## src/rtl/xbuf_pkg.sv

```systemverilog
package xbuf_pkg;
  localparam int REG_AW    = 3;
  localparam int NREG      = 7;
  localparam int CTX_W     = 13;
  localparam int PAGE_LSB  = 13;
  localparam int SPLIT_BIT = 12;
  localparam int SZ_W      = 4;
  localparam int PC_W      = 3;
  localparam int PC_A_LSB  = 0;
  localparam int PC_B_LSB  = 8;
  localparam int IDX_SHIFT = 9;
  localparam int IDX_LSB   = 4;
  localparam int HI_KEEP   = 29;  // lowest base bit never touched by index or split
  localparam int SH_W      = 6;

  typedef enum logic [REG_AW-1:0] {
    XR_TAG      = 3'd0,
    XR_Z_BASE_A = 3'd1,
    XR_Z_BASE_B = 3'd2,
    XR_Z_CFG    = 3'd3,
    XR_N_BASE_A = 3'd4,
    XR_N_BASE_B = 3'd5,
    XR_N_CFG    = 3'd6,
    XR_NONE     = 3'd7
  } xreg_e;
endpackage

```

## src/rtl/xbuf_regs.sv

```systemverilog
module xbuf_regs import xbuf_pkg::*; #(
  parameter int DATA_W = 64
) (
  input  logic                          clk_i,
  input  logic                          rst_ni,
  input  logic                          we_i,
  input  logic [REG_AW-1:0]             waddr_i,
  input  logic [DATA_W-1:0]             wdata_i,
  input  logic [REG_AW-1:0]             raddr_i,
  output logic [DATA_W-1:0]             rdata_o,
  output logic [NREG-1:0][DATA_W-1:0]   regs_o
);
  for (genvar g = 0; g < NREG; g++) begin : g_reg
    always_ff @(posedge clk_i or negedge rst_ni) begin
      if (!rst_ni)                                    regs_o[g] <= '0;
      else if (we_i && waddr_i == REG_AW'(g))         regs_o[g] <= wdata_i;
    end
  end

  always_comb begin
    rdata_o = '0;
    for (int i = 0; i < NREG; i++)
      if (raddr_i == REG_AW'(i)) rdata_o = regs_o[i];
  end
endmodule

```

## src/rtl/xbuf_ptr_calc.sv

```systemverilog
module xbuf_ptr_calc import xbuf_pkg::*; #(
  parameter int DATA_W  = 64,
  parameter bit CLASS_B = 1'b0
) (
  input  logic              clk_i,
  input  logic              rst_ni,
  input  logic [DATA_W-1:0] tag_i,
  input  logic [DATA_W-1:0] base_i,
  input  logic [DATA_W-1:0] cfg_i,
  output logic [DATA_W-1:0] ptr_o
);
  localparam logic [DATA_W-1:0] ONE     = DATA_W'(1);
  localparam logic [DATA_W-1:0] LOW_CLR = DATA_W'((1 << IDX_LSB) - 1);

  logic [SZ_W-1:0]   sz;
  logic [PC_W-1:0]   pc;
  logic              split;
  logic [SH_W-1:0]   shamt;
  logic [SH_W-1:0]   top_p1;
  logic [DATA_W-1:0] mask, idx, split_v, base_hi;
  logic              unused_bits;

  assign sz = base_i[SZ_W-1:0];

  if (CLASS_B) begin : g_b
    assign pc    = cfg_i[PC_B_LSB +: PC_W];
    assign split = base_i[SPLIT_BIT];
  end else begin : g_a
    assign pc    = cfg_i[PC_A_LSB +: PC_W];
    assign split = 1'b0;
  end

  assign unused_bits = ^{base_i[SPLIT_BIT:IDX_LSB], cfg_i};

  assign shamt   = SH_W'(IDX_SHIFT) + SH_W'(pc) * SH_W'(3);
  assign top_p1  = SH_W'(PAGE_LSB) + SH_W'(sz);   // one above top index bit
  assign mask    = ((ONE << top_p1) - ONE) & ~LOW_CLR;
  assign idx     = (tag_i >> shamt) & mask;
  assign split_v = split ? (ONE << top_p1) : '0;
  assign base_hi = {base_i[DATA_W-1:PAGE_LSB], {PAGE_LSB{1'b0}}};
  assign ptr_o   = base_hi | split_v | idx;

  assert_low_zero_R5: assert property (@(posedge clk_i) disable iff (!rst_ni)
    ptr_o[IDX_LSB-1:0] == '0);
  assert_upper_base_R5: assert property (@(posedge clk_i) disable iff (!rst_ni)
    ptr_o[DATA_W-1:HI_KEEP] == base_i[DATA_W-1:HI_KEEP]);
  if (CLASS_B) begin : g_b_chk
    assert_split_bit_R7: assert property (@(posedge clk_i) disable iff (!rst_ni)
      base_i[SPLIT_BIT] |-> ptr_o[PAGE_LSB + int'(base_i[SZ_W-1:0])]);
  end
endmodule

```

## src/rtl/xbuf_ptr_gen.sv

```systemverilog
module xbuf_ptr_gen import xbuf_pkg::*; #(
  parameter int DATA_W = 64
) (
  input  logic              clk_i,
  input  logic              rst_ni,
  input  logic              we_i,
  input  logic [REG_AW-1:0] waddr_i,
  input  logic [DATA_W-1:0] wdata_i,
  input  logic [REG_AW-1:0] raddr_i,
  output logic [DATA_W-1:0] rdata_o,
  output logic [DATA_W-1:0] ptr_a_o,
  output logic [DATA_W-1:0] ptr_b_o
);
  logic [NREG-1:0][DATA_W-1:0] regs;
  logic [DATA_W-1:0]           tag, cfg;
  logic [1:0][DATA_W-1:0]      base, ptr;
  logic                        ctx_zero;

  xbuf_regs #(.DATA_W(DATA_W)) u_regs (
    .clk_i, .rst_ni, .we_i, .waddr_i, .wdata_i, .raddr_i, .rdata_o,
    .regs_o(regs)
  );

  assign tag      = regs[int'(XR_TAG)];
  assign ctx_zero = (tag[CTX_W-1:0] == '0);
  assign base[0]  = ctx_zero ? regs[int'(XR_Z_BASE_A)] : regs[int'(XR_N_BASE_A)];
  assign base[1]  = ctx_zero ? regs[int'(XR_Z_BASE_B)] : regs[int'(XR_N_BASE_B)];
  assign cfg      = ctx_zero ? regs[int'(XR_Z_CFG)]    : regs[int'(XR_N_CFG)];

  for (genvar c = 0; c < 2; c++) begin : g_cls
    xbuf_ptr_calc #(.DATA_W(DATA_W), .CLASS_B(c == 1)) u_calc (
      .clk_i, .rst_ni,
      .tag_i (tag),
      .base_i(base[c]),
      .cfg_i (cfg),
      .ptr_o (ptr[c])
    );
  end

  assign ptr_a_o = ptr[0];
  assign ptr_b_o = ptr[1];

  assert_rd_after_wr_R2: assert property (@(posedge clk_i) disable iff (!rst_ni)
    (we_i && waddr_i != XR_NONE) |=>
      (raddr_i != $past(waddr_i)) || (rdata_o == $past(wdata_i)));
  assert_none_reads_zero_R3: assert property (@(posedge clk_i) disable iff (!rst_ni)
    (raddr_i == XR_NONE) |-> (rdata_o == '0));
  assert_ctx_zero_sel_R4: assert property (@(posedge clk_i) disable iff (!rst_ni)
    (regs[int'(XR_TAG)][CTX_W-1:0] == '0) |->
      (ptr_a_o[DATA_W-1:HI_KEEP] == regs[int'(XR_Z_BASE_A)][DATA_W-1:HI_KEEP]));
  assert_hold_R9: assert property (@(posedge clk_i) disable iff (!rst_ni)
    !we_i |=> ($stable(ptr_a_o) && $stable(ptr_b_o)));
endmodule

```

## config.mk

```make
export PLATFORM = sky130hd
export DESIGN_NAME = xbuf_ptr_gen
export DESIGN_NICKNAME = d
export VERILOG_FILES = /design/src/rtl/xbuf_pkg.sv /design/src/rtl/xbuf_regs.sv /design/src/rtl/xbuf_ptr_calc.sv /design/src/rtl/xbuf_ptr_gen.sv
export SDC_FILE = /design/constraint.sdc
export NUM_CORES = 1
export LEC_CHECK = 0
export BUFFER_PORTS_ARGS = -buffer_cell sky130_fd_sc_hd__buf_4
export CAP_MARGIN = 40
export CORE_UTILIZATION = 52
export CTS_CLUSTER_DIAMETER = 80
export DETAILED_ROUTE_END_ITERATION = 8
export PLACE_DENSITY_LB_ADDON = 0.08
export SLEW_MARGIN = 20
export SYNTH_ARGS = -nofsm -noshare
export SYNTH_HDL_FRONTEND = slang
export SYNTH_SLANG_ARGS = --single-unit
```

## constraint.sdc

```tcl
create_clock -name clk_i -period 4.8 [get_ports clk_i]
set_clock_uncertainty 0.05 [all_clocks]
set_input_delay 0.48 -clock clk_i [delete_from_list [all_inputs] [get_ports clk_i]]
set_output_delay 0.48 -clock clk_i [all_outputs]
set_load 0.01 [all_outputs]
```

==> impl_metrics.csv, run 1 <==
group,metric,value,unit
route,avgViaCountPerCell,6.47,
sta,clock.fmax,0.209,GHz
yosys,synth_top_cell_by_area,"dfrtp_1",
sta,maxSlewViolCount,0,
finish,diodes,0,
finish,design_area,32600,µm²
critical_path,cp-endpoint,"ptr_b_o[24]",
global_route,grt_max_degree,108,
clock_tree,htreeDepth,2,
critical_path,reg2reg_slack,3.71,ns
yosys,postSynth.asyncResetShare,100,%
power,p_total,18000,µW
critical_path,worst_r2r_startpoint,"u_regs.regs_o[48]$_DFFE_PN0P_",
floorplan,rows,83,
clock_tree,clkTransAtPathRegs,0.06,ns
global_route,grt_pass1_wl,147000,µm
critical_path,startpoint_type,"flip-flop",
power,power.density,552,nW/µm²
route,final_antenna_net_count,0,
yosys,yosysTopAreaCellShare,41.1,%
global_route,antenna_found_initial,1,
global_route,grtUsageTotal,36.9,%
yosys,syn-instance-count,2507,
critical_path,crit_family,"simple AND/OR/NAND/NOR gates",
finish,fillCellCount,4202,
yosys,ys_top_cells_by_area,"dfrtp_1, mux2_2, mux2i_1",
floorplan,initial_utilization,52.8,%
sta,fin_crit,4.79,ns
placement,place.gp.congestion,1.04,
route,route.vias.total,22503,
finish,seq_area,11200,µm²
critical_path,worst-path-buf-inv,5,
sta,max_slew_margin,41.1,%
clock_tree,clk_latency,0.60,ns
critical_path,crit_type,"reg2out",
critical_path,rr_worst_depth,1,
yosys,synthDistinctLibCells,73,
finish,largestRegisters,"u_regs.regs_o: 448 flops",
finish,largest_reg_flops,448,
power,p_leak,0.0146,µW
sta,setup_viol,0,
floorplan,core,51600,µm²
critical_path,startpoint,"u_regs.regs_o[8]$_DFFE_PN0P_",
finish,multiInputGateArea,15600,µm²
finish,drive_gt1_share,39.3,%
run,cap_violations,0,
route,routed_wirelength,98800,µm
route,drc_errors,0,
global_route,overflow,0,
sta,hold_violations,0,
yosys,synth_flop_cell,"dfrtp_1",
placement,io_buffers,256,
clock_tree,cts_buffer_depth,3,
critical_path,cp_slowest_stage_delay,0.73,ns
sta,tightest_slew,0.883,ns
critical_path,path_max_fanout,7,
clock_tree,cts_tree,"yes",
clock_tree,cts_made_buffers,48,
route,drt_first_iter_violations,2222,
finish,top_register,"u_regs.regs_o",
route,wl_per_cell,28.4,µm
global_route,grt_pass1_vias,22647,
sta,layout_setup_ws,0.00883,ns
yosys,ys_seq_area_share,41.1,%
floorplan,die-area,53400,µm²
critical_path,critPathSlowestCell,"fa_2",
yosys,synth_edf_count,0,
placement,dpl.hpwl,68000,µm
placement,dpl_cell_area,30200,µm²
finish,finalNetCount,2846,
yosys,yosysWarnings,0,
critical_path,cp_data_arrival_time,4.26,ns
clock_tree,cts_sinks,448,
route,dr.pass1.iters,5,
sta,rsz0062_at_grt,"true",
yosys,synth_area_per_cell,10.9,µm²
yosys,ys_seq_elements,448,
power,max-vdd-ir-drop,329,µV
finish,utilization,63.2,%
worst_hold_path,hold_class,"in2reg",
critical_path,cp.depth,15,
clock_tree,clock_tree.root_cell,"clkbuf_16",
critical_path,required,4.27,ns
outcome,outcome,"finished, final reports clean",
finish,area_growth,19.6,%
yosys,syn-cell-area,27300,µm²
floorplan,die_h,231,µm
floorplan,ios,265,
sta,period_share,99.8,%
floorplan,die_w,231,µm
critical_path,crit_chain,"nor4_4 > and4_4 > buf_6 > nand2_2 > nand2_2 > ha_4 > inv_4 > fa_2 > clkinv_4 > buf_6 > mux4_2 > a211oi_2 > nand2_1 > o311ai_4 > buf_4",
critical_path,timing.rr.end,"u_regs.regs_o[48]$_DFFE_PN0P_",
placement,place_ws,0.158,ns
critical_path,crit_path_end_kind,"output port",
sta,setup_tns,0,ns
logic make-up after synthesis:
logic type      synth area share [%]
mux                             35.8
compound gates                  9.23
simple gates                    9.75
fa+ha+maj                      0.422
flops                           41.1
buf+inv                         3.36
xor+xnor                       0.266
other cells                   0.0138
metal layers:
layer / vias up / global-route usage [%] / part of all wire, %
met5: - / 0 / 0.014
met4: 2 / 16.7 / 4.4
met3: 190 / 5.76 / 6.6
met2: 948 / 58.4 / 47
met1: 11695 / 50.1 / 42
li1: 9668 / - / -
Yosys cell counts, drive strengths merged, types with 11 or more instances:
library cell  number
a211oi            11
a21oi            145
a22o              33
a22oi             30
a31oi             12
buf               51
clkbuf           148
dfrtp            448
inv               15
mux2             455
mux2i            269
mux4              85
nand2            343
nand3             19
nor2             217
nor3              11
o21a              18
o21ai             21
o221ai            18
o22ai             18
cell type report:
type / instances / share of cell area, %
Inverter: 15 / 0.211
Tap cell: 680 / 2.61
Multi-Input combinational cell: 1852 / 47.9
Clock buffer: 75 / 4.27
Timing Repair Buffer: 399 / 10.2
Timing Repair inverter: 1 / 0.0153
Sequential cell: 448 / 34.4
Clock inverter: 10 / 0.384
metrics by stage:
step,std cells,hold slack [ns]
after floorplan,2514,0.134
after global placement,3346,0.431
after detailed placement,3351,0.440
after CTS,3449,0.0781
after global routing,3480,0.0993
final,3480,0.0983
cells in the final DEF, fill, tap and decap left out, types with 12 or more instances in the layout:
cell       Yosys  final
clkbuf_16      0     50
o21a_1        18     18
buf_12         1     15
a22o_1        33     33
buf_6          6     16
clkbuf_1     148     18
nor2_1       214    205
dfrtp_1      448    448
buf_4         11    358
a22oi_1       30     22
o21ai_0       20     18
mux2i_1      266    256
o221ai_1      18     18
a31oi_1       12     12
a21oi_1      145    137
mux4_2        83     83
mux2_2       455    455
o22ai_1       18     17
nand3_1       19     18
nand2_1      343    340
report_power, final:
part	switching, µW	internal (µW)	total [µW]	leakage [µW]
Combinational	4730	4130	8860	0.00853
Clock	1570	2050	3620	0.000735
Sequential	893	4610	5500	0.00538
Total	7190	10800	18000	0.0146
worst min path at each step:
stage                     slack (ns)                      startpoint                              to  cells after the start
after CTS                       0.08                     wdata_i[32]  u_regs.regs_o[224]$_DFFE_PN0P_                      2
after detailed placement        0.44  u_regs.regs_o[440]$_DFFE_PN0P_  u_regs.regs_o[440]$_DFFE_PN0P_                      1
after global placement          0.43  u_regs.regs_o[401]$_DFFE_PN0P_  u_regs.regs_o[401]$_DFFE_PN0P_                      1
after floorplan                 0.13                          rst_ni    u_regs.regs_o[0]$_DFFE_PN0P_                      0
final                            0.1                     wdata_i[41]  u_regs.regs_o[233]$_DFFE_PN0P_                      2
after global routing             0.1                     wdata_i[32]  u_regs.regs_o[224]$_DFFE_PN0P_                      2
repair_timing:
item / in CTS / in global routing
hold endpoints to repair: 94 / 0
gates cloned: 0 / 3
endpoints found under the setup margin: 48 / 40
pin swaps: 7 / 35
hold buffers: 1 / 0
resized for setup: 23 / 93
setup buffers: 12 / 28
Note: power is estimated with default switching activity, not from simulation.
==> run 2, diff against run 1 <==
- PLACE_DENSITY: default -> 0.74
- PLACE_DENSITY_LB_ADDON: 0.08 -> default
- SETUP_SLACK_MARGIN: default -> 0.02
==> impl_metrics.csv, run 2 (synthesis gave the netlist of run 1 again) <==
group,metric,value,unit
sta,hold_violations,0,
global_route,antenna_found_initial,1,
sta,setup_tns,0,ns
global_route,overflow,0,
critical_path,worst_r2r_startpoint,"u_regs.regs_o[20]$_DFFE_PN0P_",
sta,clock.fmax,0.209,GHz
sta,rsz0062_at_grt,"true",
floorplan,core,51600,µm²
clock_tree,clk_latency,0.59,ns
clock_tree,clkTransAtPathRegs,0.06,ns
floorplan,rows,83,
power,power.density,565,nW/µm²
route,route.vias.total,22838,
clock_tree,cts_made_buffers,47,
critical_path,worst-path-buf-inv,7,
critical_path,startpoint,"u_regs.regs_o[8]$_DFFE_PN0P_",
clock_tree,cts_tree,"yes",
critical_path,rr_worst_depth,1,
sta,setup_viol,0,
floorplan,die_h,231,µm
placement,io_buffers,256,
sta,tightest_slew,0.836,ns
critical_path,crit_path_end_kind,"output port",
route,wl_per_cell,27.7,µm
worst_hold_path,hold_start,"wdata_i[50]",
critical_path,startpoint_type,"flip-flop",
finish,area_growth,21.1,%
worst_hold_path,hold_class,"in2reg",
clock_tree,cts_buffer_depth,3,
finish,largestRegisters,"u_regs.regs_o: 448 flops",
floorplan,die-area,53400,µm²
critical_path,path_max_fanout,5,
clock_tree,cts_sinks,448,
critical_path,crit_family,"simple AND/OR/NAND/NOR gates",
clock_tree,htreeDepth,2,
global_route,grt_pass1_vias,22654,
finish,design_area,33000,µm²
finish,layout_commonest_cell,"mux2_2",
finish,largest_reg_flops,448,
floorplan,ios,265,
global_route,grt_pass1_wl,146000,µm
route,routed_wirelength,96600,µm
critical_path,cp_data_arrival_time,4.25,ns
finish,diodes,0,
sta,period_share,99.6,%
placement,place_ws,0.100,ns
floorplan,initial_utilization,52.8,%
critical_path,crit_chain,"nor4_4 > and4_4 > buf_6 > a21boi_4 > inv_2 > ha_4 > inv_2 > fa_2 > xor2_4 > buf_6 > nor2_4 > buf_4 > a22o_1 > o211ai_1 > buf_4 > nand4_1 > buf_6",
floorplan,die_w,231,µm
finish,utilization,64.0,%
route,avgViaCountPerCell,6.54,
outcome,outcome,"finished, final reports clean",
sta,max_slew_margin,44.3,%
critical_path,cp_common_cell,"buf_6",
placement,dpl.hpwl,67400,µm
finish,layout_common_cells,"mux2_2, dfrtp_1, buf_4",
power,max-vdd-ir-drop,347,µV
route,drc_errors,0,
sta,layout_setup_ws,0.0196,ns
placement,dpl_cell_area,30300,µm²
finish,finalNetCount,2854,
critical_path,crit_type,"reg2out",
finish,top_register,"u_regs.regs_o",
global_route,grt_max_degree,116,
power,p_total,18700,µW
clock_tree,clock_tree.root_cell,"clkbuf_16",
critical_path,cp.depth,17,
run,cap_violations,0,
critical_path,cp_slowest_stage_delay,0.43,ns
worst_hold_path,hold_depth,2,
route,final_antenna_net_count,0,
sta,maxSlewViolCount,0,
finish,drive_gt1_share,40.3,%
route,drt_first_iter_violations,2265,
critical_path,required,4.27,ns
route,dr.pass1.iters,8,
sta,fin_crit,4.78,ns
global_route,grtUsageTotal,36.2,%
critical_path,critPathSlowestCell,"fa_2",
power,p_leak,0.0149,µW
placement,place.gp.congestion,1.04,
run 2: repair_timing:
action | CTS | global route
gates cloned | 4 | 1
gates resized for setup | 56 | 100
endpoints found under the hold margin | 93 | 0
buffers inserted | 18 | 32
pin swaps | 14 | 48
setup endpoints to repair | 47 | 47
hold buffers | 1 | 0
run 2: routing by layer:
| layer | up-vias | GRT usage, % | share of wire (%) |
|---|---|---|---|
| li1 | 9674 | - | - |
| met1 | 11708 | 51.1 | 42 |
| met2 | 1227 | 55.2 | 45 |
| met3 | 229 | 6.87 | 8.6 |
| met4 | 0 | 13.9 | 4.1 |
| met5 | - | 0 | 0 |
run 2: power by group:
group,internal [µW],switching [µW]
Clock,2200,1560
Sequential,4610,892
Combinational,4440,4960
Total,11200,7410
run 2: layout make-up:
type	instances	area [µm²]
Sequential cell	448	11200
Clock inverter	17	209
Inverter	15	68.8
Multi-Input combinational cell	1852	15700
Fill cell	4017	18600
Timing Repair Buffer	409	3570
Tap cell	680	851
Clock buffer	69	1400
run 2: path summary, 6_finish.rpt:
kind	slack, ns	end
min in group asynchronous	0.45	u_regs.regs_o[209]$_DFFE_PN0P_
hold reg to reg	0.46	u_regs.regs_o[428]$_DFFE_PN0P_
setup reg to reg	3.72	u_regs.regs_o[20]$_DFFE_PN0P_
max in group asynchronous	3.04	u_regs.regs_o[356]$_DFFE_PN0P_
hold / removal	0.11	u_regs.regs_o[242]$_DFFE_PN0P_
setup / recovery	0.02	ptr_a_o[14]
run 2: stage by stage:
stage	std cells	hold WS, ns
after floorplan	2514	0.134
after global placement	3344	0.431
after detailed placement	3351	0.438
after CTS	3460	0.0992
after global routing	3490	0.107
final	3490	0.114
